**src/rtl/dcp_mr_pkg.sv**
```systemverilog
package dcp_mr_pkg;
  typedef enum logic [2:0] {
    ST_IDLE,   // waiting for START
    ST_DEV,    // expecting device address
    ST_REG,    // expecting address byte
    ST_RPT,    // expecting repeated START
    ST_SEND,   // offering data bytes
    ST_HOLD    // ignoring traffic until START/STOP
  } mr_state_t;
endpackage

```
**src/rtl/dcp_mr_seq.sv**
```systemverilog
module dcp_mr_seq
  import dcp_mr_pkg::*;
#(
  parameter int NCH = 4,
  parameter int NBANK = 4,
  parameter logic [6:0] DEV_ADDR = 7'h2C,
  localparam int CHW = $clog2(NCH),
  localparam int BKW = $clog2(NBANK)
) (
  input  logic           clk,
  input  logic           rst,
  input  logic           bus_start,
  input  logic           bus_stop,
  input  logic           rx_vld,
  input  logic [7:0]     rx_data,
  input  logic           mack_vld,
  input  logic           mack_nack,
  output logic [CHW-1:0] ptr_ch,
  output logic [BKW-1:0] ptr_bank,
  output logic           slv_ack,
  output logic           tx_vld,
  output logic           move_pulse
);
  localparam logic [CHW-1:0] LAST_CH = CHW'(NCH - 1);

  mr_state_t state;
  logic [CHW-1:0] ch_next;

  assign ch_next = (ptr_ch == LAST_CH) ? '0 : ptr_ch + 1'b1;

  always_ff @(posedge clk) begin
    if (rst) begin
      state      <= ST_IDLE;
      ptr_ch     <= '0;
      ptr_bank   <= '0;
      slv_ack    <= 1'b0;
      tx_vld     <= 1'b0;
      move_pulse <= 1'b0;
    end else begin
      slv_ack    <= 1'b0;
      move_pulse <= 1'b0;
      if (bus_stop) begin
        state  <= ST_IDLE;
        tx_vld <= 1'b0;
      end else if (bus_start) begin
        state  <= ST_DEV;
        tx_vld <= 1'b0;
      end else begin
        case (state)
          ST_DEV: if (rx_vld) begin
            if (rx_data[7:1] == DEV_ADDR) begin
              slv_ack <= 1'b1;
              if (rx_data[0]) begin
                state      <= ST_SEND;
                tx_vld     <= 1'b1;
                move_pulse <= 1'b1;
              end else begin
                state <= ST_REG;
              end
            end else begin
              state <= ST_HOLD;
            end
          end
          ST_REG: if (rx_vld) begin
            slv_ack  <= 1'b1;
            ptr_ch   <= rx_data[CHW-1:0];
            ptr_bank <= rx_data[CHW +: BKW];
            state    <= ST_RPT;
          end
          ST_RPT: if (rx_vld) state <= ST_HOLD;
          ST_SEND: if (mack_vld) begin
            ptr_ch <= ch_next;
            if (mack_nack) begin
              state  <= ST_HOLD;
              tx_vld <= 1'b0;
            end
          end
          default: ;
        endcase
      end
    end
  end
endmodule

```
**src/rtl/dcp_mr_store.sv**
```systemverilog
module dcp_mr_store #(
  parameter int NBANK = 4,
  parameter int DW = 8,
  localparam int BKW = $clog2(NBANK)
) (
  input  logic           clk,
  input  logic           rst,
  input  logic           we,
  input  logic [BKW-1:0] wbank,
  input  logic [DW-1:0]  wdata,
  input  logic [BKW-1:0] rbank,
  input  logic           move,
  output logic [DW-1:0]  rdq,
  output logic [DW-1:0]  wiper
);
  logic [DW-1:0] mem [NBANK];

  // Single write port, registered read: maps onto block RAM.
  always_ff @(posedge clk) begin
    if (we) mem[wbank] <= wdata;
    rdq <= mem[rbank];
  end

  always_ff @(posedge clk) begin
    if (rst)       wiper <= '0;
    else if (move) wiper <= rdq;
  end
endmodule

```
**src/rtl/dcp_move_read.sv**
```systemverilog
module dcp_move_read #(
  parameter int NCH = 4,
  parameter int NBANK = 4,
  parameter int DW = 8,
  parameter logic [6:0] DEV_ADDR = 7'h2C,
  localparam int CHW = $clog2(NCH),
  localparam int BKW = $clog2(NBANK)
) (
  input  logic              clk,
  input  logic              rst,
  input  logic              bus_start,
  input  logic              bus_stop,
  input  logic              rx_vld,
  input  logic [7:0]        rx_data,
  input  logic              mack_vld,
  input  logic              mack_nack,
  input  logic              dr_we,
  input  logic [CHW-1:0]    dr_ch,
  input  logic [BKW-1:0]    dr_bank,
  input  logic [DW-1:0]     dr_wdata,
  output logic              slv_ack,
  output logic              tx_vld,
  output logic [DW-1:0]     tx_data,
  output logic [NCH*DW-1:0] wiper_flat
);
  logic [CHW-1:0] ptr_ch;
  logic [BKW-1:0] ptr_bank;
  logic           move_pulse;
  logic [DW-1:0]  rd_q [NCH];

  dcp_mr_seq #(.NCH(NCH), .NBANK(NBANK), .DEV_ADDR(DEV_ADDR)) u_seq (
    .clk, .rst, .bus_start, .bus_stop, .rx_vld, .rx_data,
    .mack_vld, .mack_nack, .ptr_ch, .ptr_bank, .slv_ack, .tx_vld,
    .move_pulse
  );

  for (genvar c = 0; c < NCH; c++) begin : g_ch
    dcp_mr_store #(.NBANK(NBANK), .DW(DW)) u_store (
      .clk, .rst,
      .we    (dr_we && (dr_ch == CHW'(c))),
      .wbank (dr_bank),
      .wdata (dr_wdata),
      .rbank (ptr_bank),
      .move  (move_pulse),
      .rdq   (rd_q[c]),
      .wiper (wiper_flat[c*DW +: DW])
    );
  end

  always_ff @(posedge clk) begin
    if (rst) tx_data <= '0;
    else     tx_data <= rd_q[ptr_ch];
  end
endmodule

```
**config.mk**
```make
export PLATFORM = sky130hd
export DESIGN_NAME = dcp_move_read
export DESIGN_NICKNAME = d
export VERILOG_FILES = /design/src/rtl/dcp_mr_pkg.sv /design/src/rtl/dcp_mr_seq.sv /design/src/rtl/dcp_mr_store.sv /design/src/rtl/dcp_move_read.sv
export SDC_FILE = /design/constraint.sdc
export NUM_CORES = 1
export LEC_CHECK = 0
export CAP_MARGIN = 15
export CORE_MARGIN = 2
export CORE_UTILIZATION = 56
export DETAILED_ROUTE_END_ITERATION = 10
export PLACE_DENSITY = 0.78
export SLEW_MARGIN = 30
export SYNTH_ARGS = -nofsm -noshare
export SYNTH_HDL_FRONTEND = slang
export SYNTH_SLANG_ARGS = --single-unit
```
**constraint.sdc**
```tcl
create_clock -name clk -period 2.4 [get_ports clk]
set_input_delay 0.48 -clock clk [delete_from_list [all_inputs] [get_ports clk]]
set_output_delay 0.48 -clock clk [all_outputs]
set_load 0.02 [all_outputs]
```
==> impl_metrics.py <==
metrics = {
    "logic_synthesis": {
        "synth_compound_area_share_pct": 1.23,
        "synth_edf_count": 128,
        "synth_seq_cells": 210,
        "synth_area_leaders": "edfxtp_1 52%, dfxtp_1 22%, mux4_2 12%",
        "synth_mux_area_share_pct": 17.0,
        "synthArstFlopShare_pct": 0,
        "synth_area_per_cell_sq_um": 17.9,
        "synth_cell_types": 37,
        "synth-simple-area-share_pct": 6.26,
        "synthAdderAreaFrac_pct": 0.169,
        "yosysTopAreaCell": "edfxtp_1",
        "ys_seq_area_share_pct": 73.9,
        "synth_xor_xnor_area_share_pct": 0,
        "synthesis.nets": 444,
        "synthFlopType": "edfxtp_1",
        "syn-instance-count": 415,
        "yosys.area.top_type_share_pct": 51.8,
        "syn-cell-area_sq_mm": 0.00742,
        "synth_top_family_by_area": "multiplexers",
        "ys_warn_count": 0,
    },
    "setup_path": {
        "endpoint_kind": "output pin",
        "crit_start": "g_ch[1].u_store.wiper[0]$_SDFFE_PP0P_",
        "cp_slowest_cell": "clkdlybuf4s50_1",
        "r2r_setup_slack_ps": 730,
        "critPathRequiredTime_ps": 1920,
        "slowest_delay_ps": 620,
        "crit_path_cell_trace": "clkdlybuf4s50_1",
        "r2r_start": "u_seq.ptr_bank[0]$_SDFFE_PP0P_",
        "crit_fanout": 2,
        "cp.depth": 1,
        "criticalPathCategory": "flip-flop to output pin",
        "r2r-end": "g_ch[2].u_store.rdq[0]$_DFF_P_",
        "ff2ff_path_depth": 2,
        "worstPathArrival_ps": 1460,
        "startpoint_type": "flip-flop",
        "cpLargestDelayFamily": "buffers and inverters",
        "endpoint": "wiper_flat[8]",
        "critPathBufInv": 1,
    },
    "clock_network": {
        "postCtsSetupBuffers": 0,
        "numCtsBuffers": 20,
        "clkSlewWorstSetupHoldPaths_ps": 60,
        "cts.sinks": 210,
        "cts_max_level": 1,
        "cts_buffer_depth": 3,
        "clock_latency_ps": 480,
        "cts-resized-gates": 0,
        "cts_tree": "built",
        "cts-root-buf": "clkbuf_16",
        "cts_hold_buf": 0,
    },
    "placement": {
        "portBuffers": 69,
        "place_congestion": 0.858,
        "hpwl_um": 9580,
        "dp.cells": 661,
        "dp_slack_ps": 176,
    },
    "job": {
        "cap_violations": 0,
    },
    "timing": {
        "setup_viol": 0,
        "rsz0062_at_grt": "false",
        "clock_skew_ps": 7.70,
        "fin_setup_tns_ps": 0,
        "tightest_slew_ps": 698,
        "period_minus_slack_ps": 1940,
        "hold_viol_final": 0,
        "relSlewSlack_pct": 53.3,
        "setup_ws_ps": 460,
        "slew_violations": 0,
        "finalCritPeriodShare_pct": 80.8,
        "clock.fmax_mhz": 516,
    },
    "grt": {
        "grt_pass1_wl_um": 22900,
        "gr-usage-all-layers_pct": 21.3,
        "grt_start_max_net_pins": 33,
        "grt_pass1_vias": 3898,
        "antenna_found_initial": 1,
        "grt-ovfl-total": 0,
    },
    "pwr": {
        "power_leakage_nw": 2.94,
        "ir_drop_mv": 0.486,
        "powerDensity_mw_per_mm2": 773,
        "finalPower_mw": 6.97,
    },
    "finish": {
        "multi_input_area_sq_mm": 0.00183,
        "drive_above_1_share_pct": 17.9,
        "seqCellArea_sq_mm": 0.00549,
        "fill_cells": 808,
        "final_cell_count_no_fill": 697,
        "area_growth_pct": 21.5,
        "nets": 536,
        "fin_util_pct": 68.9,
        "diodes": 0,
    },
    "routing": {
        "drtAntennaViolNets": 0,
        "routed_wl_um": 14500,
        "initialDrtViolationCount": 395,
        "firstDrtPassIters": 5,
        "via_per_inst": 5.60,
        "vias": 3904,
        "wire_per_inst_um": 20.8,
        "drc_errors": 0,
    },
    "floorplanning": {
        "die_w_um": 119,
        "rows": 42,
        "dieArea_sq_mm": 0.0142,
        "start_util_pct": 56.7,
        "die_h_um": 119,
        "core_area_sq_mm": 0.0131,
        "boundaryPins": 70,
    },
    "status": {
        "status": "finished, final reports clean",
    },
    "hold_path": {
        "min_path_type": "flip-flop to flip-flop",
    },
}
## routing by layer
metal	track usage (%)	up-vias	part of all wire [%]
li1	-	1770	-
met1	30.5	1931	42
met2	34.3	183	49
met3	3.74	20	7.2
met4	6.10	0	1.4
met5	0	-	0
## through the flow
step                      hold WS (ps)  area [sq um]
after detailed placement           486          8410
after floorplan                    458          7420
after global placement             466          8410
after global routing               505          9020
after CTS                          498          9020
final                              483          9020
## power by group
part / leakage [nW] / switching [mW] / internal [mW]
logic: 0.812 / 0.105 / 0.0851
clock network: 0.292 / 1.20 / 1.67
registers: 1.83 / 0.0250 / 3.89
total: 2.94 / 1.33 / 5.64
## registers in the layout (all words and copies together), names as in the netlist
name	flops
u_seq.move_pulse	1
u_seq.state	3
tx_data	8
g_ch.u_store.rdq	32
u_seq.ptr_bank	2
g_ch.u_store.mem	128
u_seq.slv_ack	1
u_seq.ptr_ch	2
u_seq.tx_vld	1
g_ch.u_store.wiper	32
## cells in the final DEF, fill, tap and decap left out, drive strengths merged, types with 2 or more instances in the layout
| master | count |
|---|---|
| buf | 22 |
| and3 | 2 |
| nor3 | 6 |
| nor2 | 52 |
| dfxtp | 82 |
| clkbuf | 32 |
| mux2i | 36 |
| mux4 | 40 |
| clkinv | 4 |
| nor3b | 2 |
| edfxtp | 128 |
| nand3 | 5 |
| nand2 | 3 |
| clkdlybuf4s50 | 69 |
| nor2b | 8 |
| or3 | 2 |
| a211oi | 3 |
| nand2b | 3 |
| inv | 2 |
| or3b | 2 |
| a21oi | 3 |
| nand3b | 4 |
## cell families after synthesis
family / Yosys count
AO/OA/AOI/OAI: 12
adder cells (fa/ha/maj): 1
buffers and inverters: 23
flip-flops: 210
multiplexers: 76
AND/OR/NAND/NOR: 93
## synth_stat cells (2+ instances only)
master and count:
nand3_1 4, nand3b_1 4, nor3_1 6, a21oi_1 3, a211oi_1 3, buf_2 9, buf_4 2, nand2_1 3
nand2b_1 3, clkbuf_1 9, mux2i_1 36, nor2_1 52, dfxtp_1 82, and3_1 2, mux4_2 40, edfxtp_1 128
inv_1 2, nor2b_1 8
## worst min path at each step
| stage | start | end | cells past startpoint |
|---|---|---|---|
| 2_1_floorplan | g_ch[2].u_store.rdq[7]$_DFF_P_ | g_ch[2].u_store.wiper[7]$_SDFFE_PP0P_ | 2 |
| 3_3_place_gp | u_seq.tx_vld$_SDFFE_PP0P_ | u_seq.tx_vld$_SDFFE_PP0P_ | 2 |
| 3_5_place_dp | g_ch[3].u_store.wiper[2]$_SDFFE_PP0P_ | g_ch[3].u_store.wiper[2]$_SDFFE_PP0P_ | 2 |
| 4_1_cts | u_seq.tx_vld$_SDFFE_PP0P_ | u_seq.tx_vld$_SDFFE_PP0P_ | 2 |
| 5_1_grt | u_seq.tx_vld$_SDFFE_PP0P_ | u_seq.tx_vld$_SDFFE_PP0P_ | 2 |
| 6_report | u_seq.tx_vld$_SDFFE_PP0P_ | u_seq.tx_vld$_SDFFE_PP0P_ | 2 |
## final cells by class
type | instances | area share (%)
Sequential cell | 210 | 60.9
Multi-Input combinational cell | 182 | 20.3
Timing Repair Buffer | 91 | 9.63
Clock buffer | 32 | 6.51
Tap cell | 176 | 2.44
Clock inverter | 4 | 0.180
Inverter | 2 | 0.0833
## worst reg2reg max path: cells and delay by family (launching register included)
kind	cells	cell delay, ps
muxes	1	550
buffers and inverters	1	300
DFF	1	680
Note: power is estimated with default switching activity, not from simulation.
